## config.mk

```make
export PLATFORM = sky130hd
export DESIGN_NAME = i2c_msg_seq
export DESIGN_NICKNAME = d
export VERILOG_FILES = /design/src/rtl/i2c_msg_seq_pkg.sv /design/src/rtl/i2c_msg_seq_addr.sv /design/src/rtl/i2c_msg_seq_decode.sv /design/src/rtl/i2c_msg_seq.sv
export SDC_FILE = /design/constraint.sdc
export NUM_CORES = 1
export LEC_CHECK = 0
export CORE_MARGIN = 1.5
export CORE_UTILIZATION = 28
export DETAILED_ROUTE_END_ITERATION = 12
export PLACE_DENSITY = 0.59
export SLEW_MARGIN = 10
export SYNTH_ARGS = -nofsm -noshare
export SYNTH_HDL_FRONTEND = slang
export SYNTH_HIERARCHICAL = 1
export SYNTH_SLANG_ARGS = --single-unit
```

## constraint.sdc

```tcl
create_clock -name clk -period 4.1 [get_ports clk]
set_input_delay 0.82 -clock clk [delete_from_list [all_inputs] [get_ports clk]]
set_output_delay 0.82 -clock clk [all_outputs]
set_load 0.05 [all_outputs]
```

## src/rtl/i2c_msg_seq_pkg.sv

```systemverilog
package i2c_msg_seq_pkg;

   // engine status codes the sequencer reacts to
   localparam logic [7:0] ST_START   = 8'h08;
   localparam logic [7:0] ST_RSTART  = 8'h10;
   localparam logic [7:0] ST_WA_ACK  = 8'h18;
   localparam logic [7:0] ST_WA_NAK  = 8'h20;
   localparam logic [7:0] ST_WD_ACK  = 8'h28;
   localparam logic [7:0] ST_WD_NAK  = 8'h30;
   localparam logic [7:0] ST_RA_ACK  = 8'h40;
   localparam logic [7:0] ST_RA_NAK  = 8'h48;
   localparam logic [7:0] ST_RD_ACK  = 8'h50;
   localparam logic [7:0] ST_RD_NAK  = 8'h58;
   localparam logic [7:0] ST_WA2_ACK = 8'hD0;
   localparam logic [7:0] ST_RA2_ACK = 8'hE0;

   typedef enum logic [3:0] {
      A_ADDR1, A_ADDR2, A_FEED, A_CONT, A_RCV,
      A_RCV_STOP, A_STOP_OK, A_STOP_NODEV, A_STOP_RESET
   } seq_act_e;

   typedef enum logic [1:0] {S_IDLE, S_RUN, S_FEED} seq_st_e;

   typedef struct packed {
      logic       start;
      logic       stop;
      logic       ack;
      logic       en;
      logic       ien;
      logic       load;
      logic       srst;
      logic [7:0] dat;
   } seq_cmd_t;

endpackage

```

## src/rtl/i2c_msg_seq_addr.sv

```systemverilog
module i2c_msg_seq_addr #(
   parameter bit TEN_EN = 1'b1
) (
   input  logic       rd,
   input  logic       ten,
   input  logic [9:0] addr,
   output logic       ten_eff,
   output logic [7:0] byte1,
   output logic [7:0] byte2
);

   generate
      if (TEN_EN) begin : g_ten
         assign ten_eff = ten;
      end else begin : g_seven
         assign ten_eff = 1'b0;
      end
   endgenerate

   assign byte1 = ten_eff ? {5'b11110, addr[9:8], rd} : {addr[6:0], rd};
   assign byte2 = addr[7:0];

endmodule

```

## src/rtl/i2c_msg_seq_decode.sv

```systemverilog
module i2c_msg_seq_decode
   import i2c_msg_seq_pkg::*;
(
   input  logic [7:0] status,
   input  logic       ten,
   input  logic       left_zero,
   input  logic       left_one,
   input  logic       left_two,
   output seq_act_e   act,
   output logic       clr_ack
);

   always_comb begin
      act     = A_STOP_RESET;
      clr_ack = 1'b0;
      case (status)
         ST_START, ST_RSTART: act = A_ADDR1;
         ST_WA_ACK: begin
            if (ten)            act = A_ADDR2;
            else if (left_zero) act = A_STOP_OK;
            else                act = A_FEED;
         end
         ST_WD_ACK, ST_WA2_ACK: act = left_zero ? A_STOP_OK : A_FEED;
         ST_RA_ACK: begin
            if (ten)            act = A_ADDR2;
            else if (left_zero) act = A_STOP_OK;
            else begin
               act     = A_CONT;
               clr_ack = left_one;
            end
         end
         ST_RA2_ACK: begin
            if (left_zero) act = A_STOP_OK;
            else begin
               act     = A_CONT;
               clr_ack = left_one;
            end
         end
         ST_RD_ACK: begin
            act     = A_RCV;
            clr_ack = left_two;
         end
         ST_RD_NAK:                       act = A_RCV_STOP;
         ST_WA_NAK, ST_WD_NAK, ST_RA_NAK: act = A_STOP_NODEV;
         default:                         act = A_STOP_RESET;
      endcase
   end

endmodule

```

## src/rtl/i2c_msg_seq.sv

```systemverilog
module i2c_msg_seq
   import i2c_msg_seq_pkg::*;
#(
   parameter int LEN_W  = 8,
   parameter bit TEN_EN = 1'b1,
   parameter bit IRQ_EN = 1'b0
) (
   input  logic             clk,
   input  logic             rst_n,
   input  logic             req_valid,
   output logic             req_ready,
   input  logic             req_read,
   input  logic             req_ten,
   input  logic [9:0]       req_addr,
   input  logic [LEN_W-1:0] req_len,
   input  logic             wr_valid,
   output logic             wr_ready,
   input  logic [7:0]       wr_data,
   output logic             rd_valid,
   output logic [7:0]       rd_data,
   output logic             done_o,
   output logic             err_o,
   input  logic             eng_flag,
   input  logic [7:0]       eng_status,
   input  logic [7:0]       eng_rdata,
   output logic             cmd_valid,
   output logic             cmd_start,
   output logic             cmd_stop,
   output logic             cmd_ack,
   output logic             cmd_en,
   output logic             cmd_ien,
   output logic             cmd_load,
   output logic [7:0]       cmd_byte,
   output logic             cmd_srst
);

   localparam logic [LEN_W-1:0] LEN_ONE = LEN_W'(1);
   localparam logic [LEN_W-1:0] LEN_TWO = LEN_W'(2);

   generate
      if (LEN_W < 2) begin : g_len_chk
         $error("i2c_msg_seq: LEN_W must be at least 2");
      end
   endgenerate

   seq_st_e          st_q, st_d;
   logic [LEN_W-1:0] left_q, left_d;
   logic             ten_q, ack_q, ack_d, ien_q, ien_d, err_d;
   logic [7:0]       b1_q, b2_q;
   seq_cmd_t         cmd_q, cmd_d;
   logic             cmd_v_d, done_d, rdv_d, store;
   logic             ten_in;
   logic [7:0]       b1_in, b2_in;
   seq_act_e         act;
   logic             clr_ack, act_now;

   i2c_msg_seq_addr #(.TEN_EN(TEN_EN)) u_addr (
      .rd(req_read), .ten(req_ten), .addr(req_addr),
      .ten_eff(ten_in), .byte1(b1_in), .byte2(b2_in)
   );

   i2c_msg_seq_decode u_dec (
      .status(eng_status), .ten(ten_q),
      .left_zero(left_q == '0), .left_one(left_q == LEN_ONE),
      .left_two(left_q == LEN_TWO),
      .act(act), .clr_ack(clr_ack)
   );

   // a command just issued means the engine is still clearing its flag
   assign act_now   = eng_flag && !cmd_valid;
   assign req_ready = (st_q == S_IDLE) && !cmd_valid && !eng_flag;
   assign wr_ready  = (st_q == S_FEED);

   always_comb begin
      st_d    = st_q;
      left_d  = left_q;
      ack_d   = ack_q;
      ien_d   = ien_q;
      err_d   = err_o;
      cmd_d   = '0;
      cmd_v_d = 1'b0;
      done_d  = 1'b0;
      rdv_d   = 1'b0;
      store   = 1'b0;
      unique case (st_q)
         S_IDLE: begin
            if (act_now) begin
               cmd_v_d    = 1'b1;
               cmd_d.stop = 1'b1;
               cmd_d.ack  = ack_q;
               cmd_d.en   = 1'b1;
               ien_d      = 1'b0;
            end else if (req_valid && req_ready) begin
               store       = 1'b1;
               st_d        = S_RUN;
               left_d      = req_len;
               ack_d       = 1'b1;
               ien_d       = IRQ_EN;
               err_d       = 1'b0;
               cmd_v_d     = 1'b1;
               cmd_d.start = 1'b1;
               cmd_d.ack   = 1'b1;
               cmd_d.en    = 1'b1;
               cmd_d.ien   = IRQ_EN;
            end
         end
         S_RUN: begin
            if (act_now) begin
               ack_d     = ack_q & ~clr_ack;
               cmd_v_d   = 1'b1;
               cmd_d.ack = ack_d;
               cmd_d.en  = 1'b1;
               cmd_d.ien = ien_q;
               case (act)
                  A_ADDR1: begin cmd_d.load = 1'b1; cmd_d.dat = b1_q; end
                  A_ADDR2: begin cmd_d.load = 1'b1; cmd_d.dat = b2_q; end
                  A_FEED:  begin cmd_v_d = 1'b0; st_d = S_FEED; end
                  A_RCV:   begin rdv_d = 1'b1; left_d = left_q - LEN_ONE; end
                  A_RCV_STOP:   rdv_d = 1'b1;
                  A_STOP_NODEV: err_d = 1'b1;
                  A_STOP_RESET: cmd_d.srst = 1'b1;
                  default: ;
               endcase
               if (act inside {A_RCV_STOP, A_STOP_OK, A_STOP_NODEV, A_STOP_RESET}) begin
                  cmd_d.stop = 1'b1;
                  cmd_d.ien  = 1'b0;
                  ien_d      = 1'b0;
                  done_d     = 1'b1;
                  st_d       = S_IDLE;
               end
            end
         end
         S_FEED: begin
            if (wr_valid) begin
               cmd_v_d    = 1'b1;
               cmd_d.load = 1'b1;
               cmd_d.dat  = wr_data;
               cmd_d.ack  = ack_q;
               cmd_d.en   = 1'b1;
               cmd_d.ien  = ien_q;
               left_d     = left_q - LEN_ONE;
               st_d       = S_RUN;
            end
         end
         default: st_d = S_IDLE;
      endcase
   end

   always_ff @(posedge clk or negedge rst_n) begin
      if (!rst_n) begin
         st_q      <= S_IDLE;
         left_q    <= '0;
         ten_q     <= 1'b0;
         ack_q     <= 1'b1;
         ien_q     <= 1'b0;
         b1_q      <= '0;
         b2_q      <= '0;
         cmd_q     <= '0;
         cmd_valid <= 1'b0;
         done_o    <= 1'b0;
         err_o     <= 1'b0;
         rd_valid  <= 1'b0;
         rd_data   <= '0;
      end else begin
         st_q      <= st_d;
         left_q    <= left_d;
         ack_q     <= ack_d;
         ien_q     <= ien_d;
         cmd_q     <= cmd_d;
         cmd_valid <= cmd_v_d;
         done_o    <= done_d;
         err_o     <= err_d;
         rd_valid  <= rdv_d;
         if (rdv_d) rd_data <= eng_rdata;
         if (store) begin
            ten_q <= ten_in;
            b1_q  <= b1_in;
            b2_q  <= b2_in;
         end
      end
   end

   assign cmd_start = cmd_q.start;
   assign cmd_stop  = cmd_q.stop;
   assign cmd_ack   = cmd_q.ack;
   assign cmd_en    = cmd_q.en;
   assign cmd_ien   = cmd_q.ien;
   assign cmd_load  = cmd_q.load;
   assign cmd_byte  = cmd_q.dat;
   assign cmd_srst  = cmd_q.srst;

endmodule

```

==> results.md <==
* Mapped Cells at 306
* RR Startpoint: left_q[2]
* Num CTS Buffers at 5
* Post-synth cell types at 54
* Area leader, netlist: dfrtp_1
* Most frequent cells in the layout: 76 x clkdlybuf4s50_1, 55 x dfrtp_1, 37 x mux2_2
* Fin nets at 431
* Grt ovf at 0
* Routed Antenna Nets at 0
* Tot Pwr at 2.34 mW
* Int Power at 1.51 mW
* Die X at 110 um
* Worst VDD drop at 0.240 mV
* Initial antenna violation count at 0
* Post-synthesis register bit count at 56
* Synth Warn # at 6
* Vias in the first global route at 2580
* Hold Crit Start: err_o
* Io pins at 78
* Logic pwr share at 41.4%
* Flop-to-flop setup slack at 0.68 ns
* Power per cell area at 550 nW/um^2
* Routed len/inst at 14.7 um
* Largest net degree at the start of global routing at 34
* DRT Pass-1 Iters at 5
* Seq/Total Area, Yosys at 43.7%
* Arrival time at the worst endpoint at 3.89 ns
* RSZ-0062 raised after global routing: no
* Clock Tree Buf Depth at 2
* Synth area leaders: dfrtp_1 43%, mux2_2 13%, ha_1 3.5%, mux2i_1 2.8%, buf_4 2.3%
* Clock transition at path regs at 0.07 ns
* Max cap viols at 0
* Clk sinks at 56
* Area Growth Syn to Fin at 32.4%
* Syn nets at 364
* Vias at 2501
* Commonest non-fill, non-tap cell in the layout: clkdlybuf4s50_1
* Hold Crit Class: reg2reg
* Max-slew violations at 0
* Status: complete, no violations
* DIE HEIGHT at 110 um
* Gpl congestion at 0.833
* Reg2Reg Depth at 13
* Setup CP Type: in2reg
* First-pass GRT wire length at 12100 um
* Top cell type's share of synthesized area at 42.8%
* Core box area at 11000 um^2
* Minimum clock period at 3.67 ns
* Post-route DRC at 0
* Synth Flop Type: dfrtp_1
* Final Setup Violations at 0
* Post-synth EDFFs at 0
* Share of layout cells above drive strength 1 at 18.5%
* CTS tree: built
* P_sw at 0.825 mW
* Layout fillers at 1123
* Clock network power share at 22.9%
* Setup Fix Bufs, Post-CTS at 0
* Post-cts hold buffer count at 0
* Sw Ratio at 35.3%
* Final hold slack at 0.500 ns
* Relative slew slack at 27.1%
* Die area at 12100 um^2
* Critical-path maximum fanout at 13
* Crit path capture: left_q[7]
* Row count at 38
* Final Skew at 0.00627 ns
* Period utilisation layout at 89.5%
* Total track usage at 12.9%
* Fraction of registers with async set/reset at 100%
* Worst Max-Slew Pin Slew at 1.08 ns
* Setup TNS at 0 ns
* Worst Path Required at 4.32 ns
* Sequential power share at 35.7%
* ANT cells at 0
* Worst setup startpoint: eng_status[4]
* Clk root buf: clkbuf_16
* Vias per cell at 4.88
* Initial Utilization at 29.1%
* Highest clock rate at 272 MHz
* Resize count post-CTS at 0
* Iteration-0 DRC Markers at 114
* Final WL at 7560 um
* Leak at 1.72 nW
* H-tree depth at 2
* IO Port Bufs at 77
* Final count of hold timing violations at 0
* Worst setup EP type: flip-flop
* Reg2reg end: left_q[7]
* Syn_area_per_cell at 10.5 um^2
* Clock Latency Late Sink at 0.29 ns
* Post-DP HPWL at 5670 um
* Cell area after synthesis at 3210 um^2
* Setup crit start kind: input pin
==> cell usage after synthesis (3+ instances only) <==
cell type	number
mux2_2	37
mux2i_1	9
buf_4	10
and2_1	5
nand3b_1	9
nor3b_1	5
clkbuf_1	8
ha_1	9
nor3_1	7
o21ai_0	5
nand2b_1	10
nor2_1	15
inv_1	10
or3_1	4
dfrtp_1	55
or2_2	7
nand2_1	12
a22oi_1	8
a21oi_1	10
a21o_1	4
a31oi_1	3
nor2b_1	9
nand3_1	14
buf_2	4
==> metal layers <==
metal  GRT usage, %  part of all wire [%]  routed length [um]
met2           22.6                    48                3610
met1           15.3                    43                3220
met4           4.58                   1.7                 127
met5              0                     0                   0
met3           3.17                   8.0                 603
==> area by class of cell <==
| class | instances | area [um^2] | share of cell area, % |
|---|---|---|---|
| well taps | 140 | 175 | 4.12 |
| clock inverters | 2 | 60.1 | 1.41 |
| clock buffers | 5 | 125 | 2.94 |
| multi-input cells | 215 | 1630 | 38.2 |
| repair buffers | 85 | 826 | 19.4 |
| inverters | 10 | 37.5 | 0.883 |
| flip-flops and latches | 56 | 1400 | 33.0 |
==> power by group through the flow <==
stage / combinational (mW) / sequential (mW) / clock (mW)
6_report: 0.968 / 0.836 / 0.535
2_1_floorplan: 0.623 / 0.920 / 0
5_1_grt: 1.07 / 0.861 / 0.577
3_5_place_dp: 0.973 / 0.846 / 0
4_1_cts: 0.977 / 0.836 / 0.557
3_3_place_gp: 0.959 / 0.838 / 0
==> worst max-delay path, stage by stage <==
cell and delay [ns]:
clkdlybuf4s50_1 0.63, inv_1 0.15, a21o_1 0.17, a2111oi_0 0.53, nor3_2 0.09, or2_1 0.26, or3_4 0.41, a31oi_4 0.43
buf_4 0.21, nand3b_1 0.09, nand3_1 0.09
==> registers in the layout, summed over array words and instances (netlist names), 2 cells and up <==
| register | cells |
|---|---|
| b1_q | 8 |
| b2_q | 8 |
| cmd_byte | 8 |
| left_q | 8 |
| rd_data | 8 |
| st_q | 2 |
==> worst min path at each step <==
stage,end,depth (start not counted),slack [ns]
detailed placement,err_o,2,0.49
finish,err_o,2,0.50
global placement,rd_data[4],1,0.49
CTS,err_o,2,0.51
global route,b2_q[4],1,0.52
floorplan,b2_q[0],1,0.47
==> logic make-up after synthesis <==
| logic type | after synthesis | share of synthesized area (%) |
|---|---|---|
| compound gates | 48 | 10.7 |
| fa+ha+maj | 9 | 3.50 |
| buf+inv | 35 | 5.88 |
| flops | 56 | 43.7 |
| mux | 46 | 15.8 |
| simple gates | 112 | 20.4 |
==> through the flow <==
stage               util [%]  area (um^2)  instances  worst slack [ns]
detailed placement      36.9         4070        506             0.124
CTS                     38.6         4250        513             0.419
global placement        36.9         4070        506             0.217
floorplan                  -         3210        306             0.727
finish                  38.6         4250        513             0.430
global route            38.6         4250        513             0.271
Power figures use the tool's default switching activity.
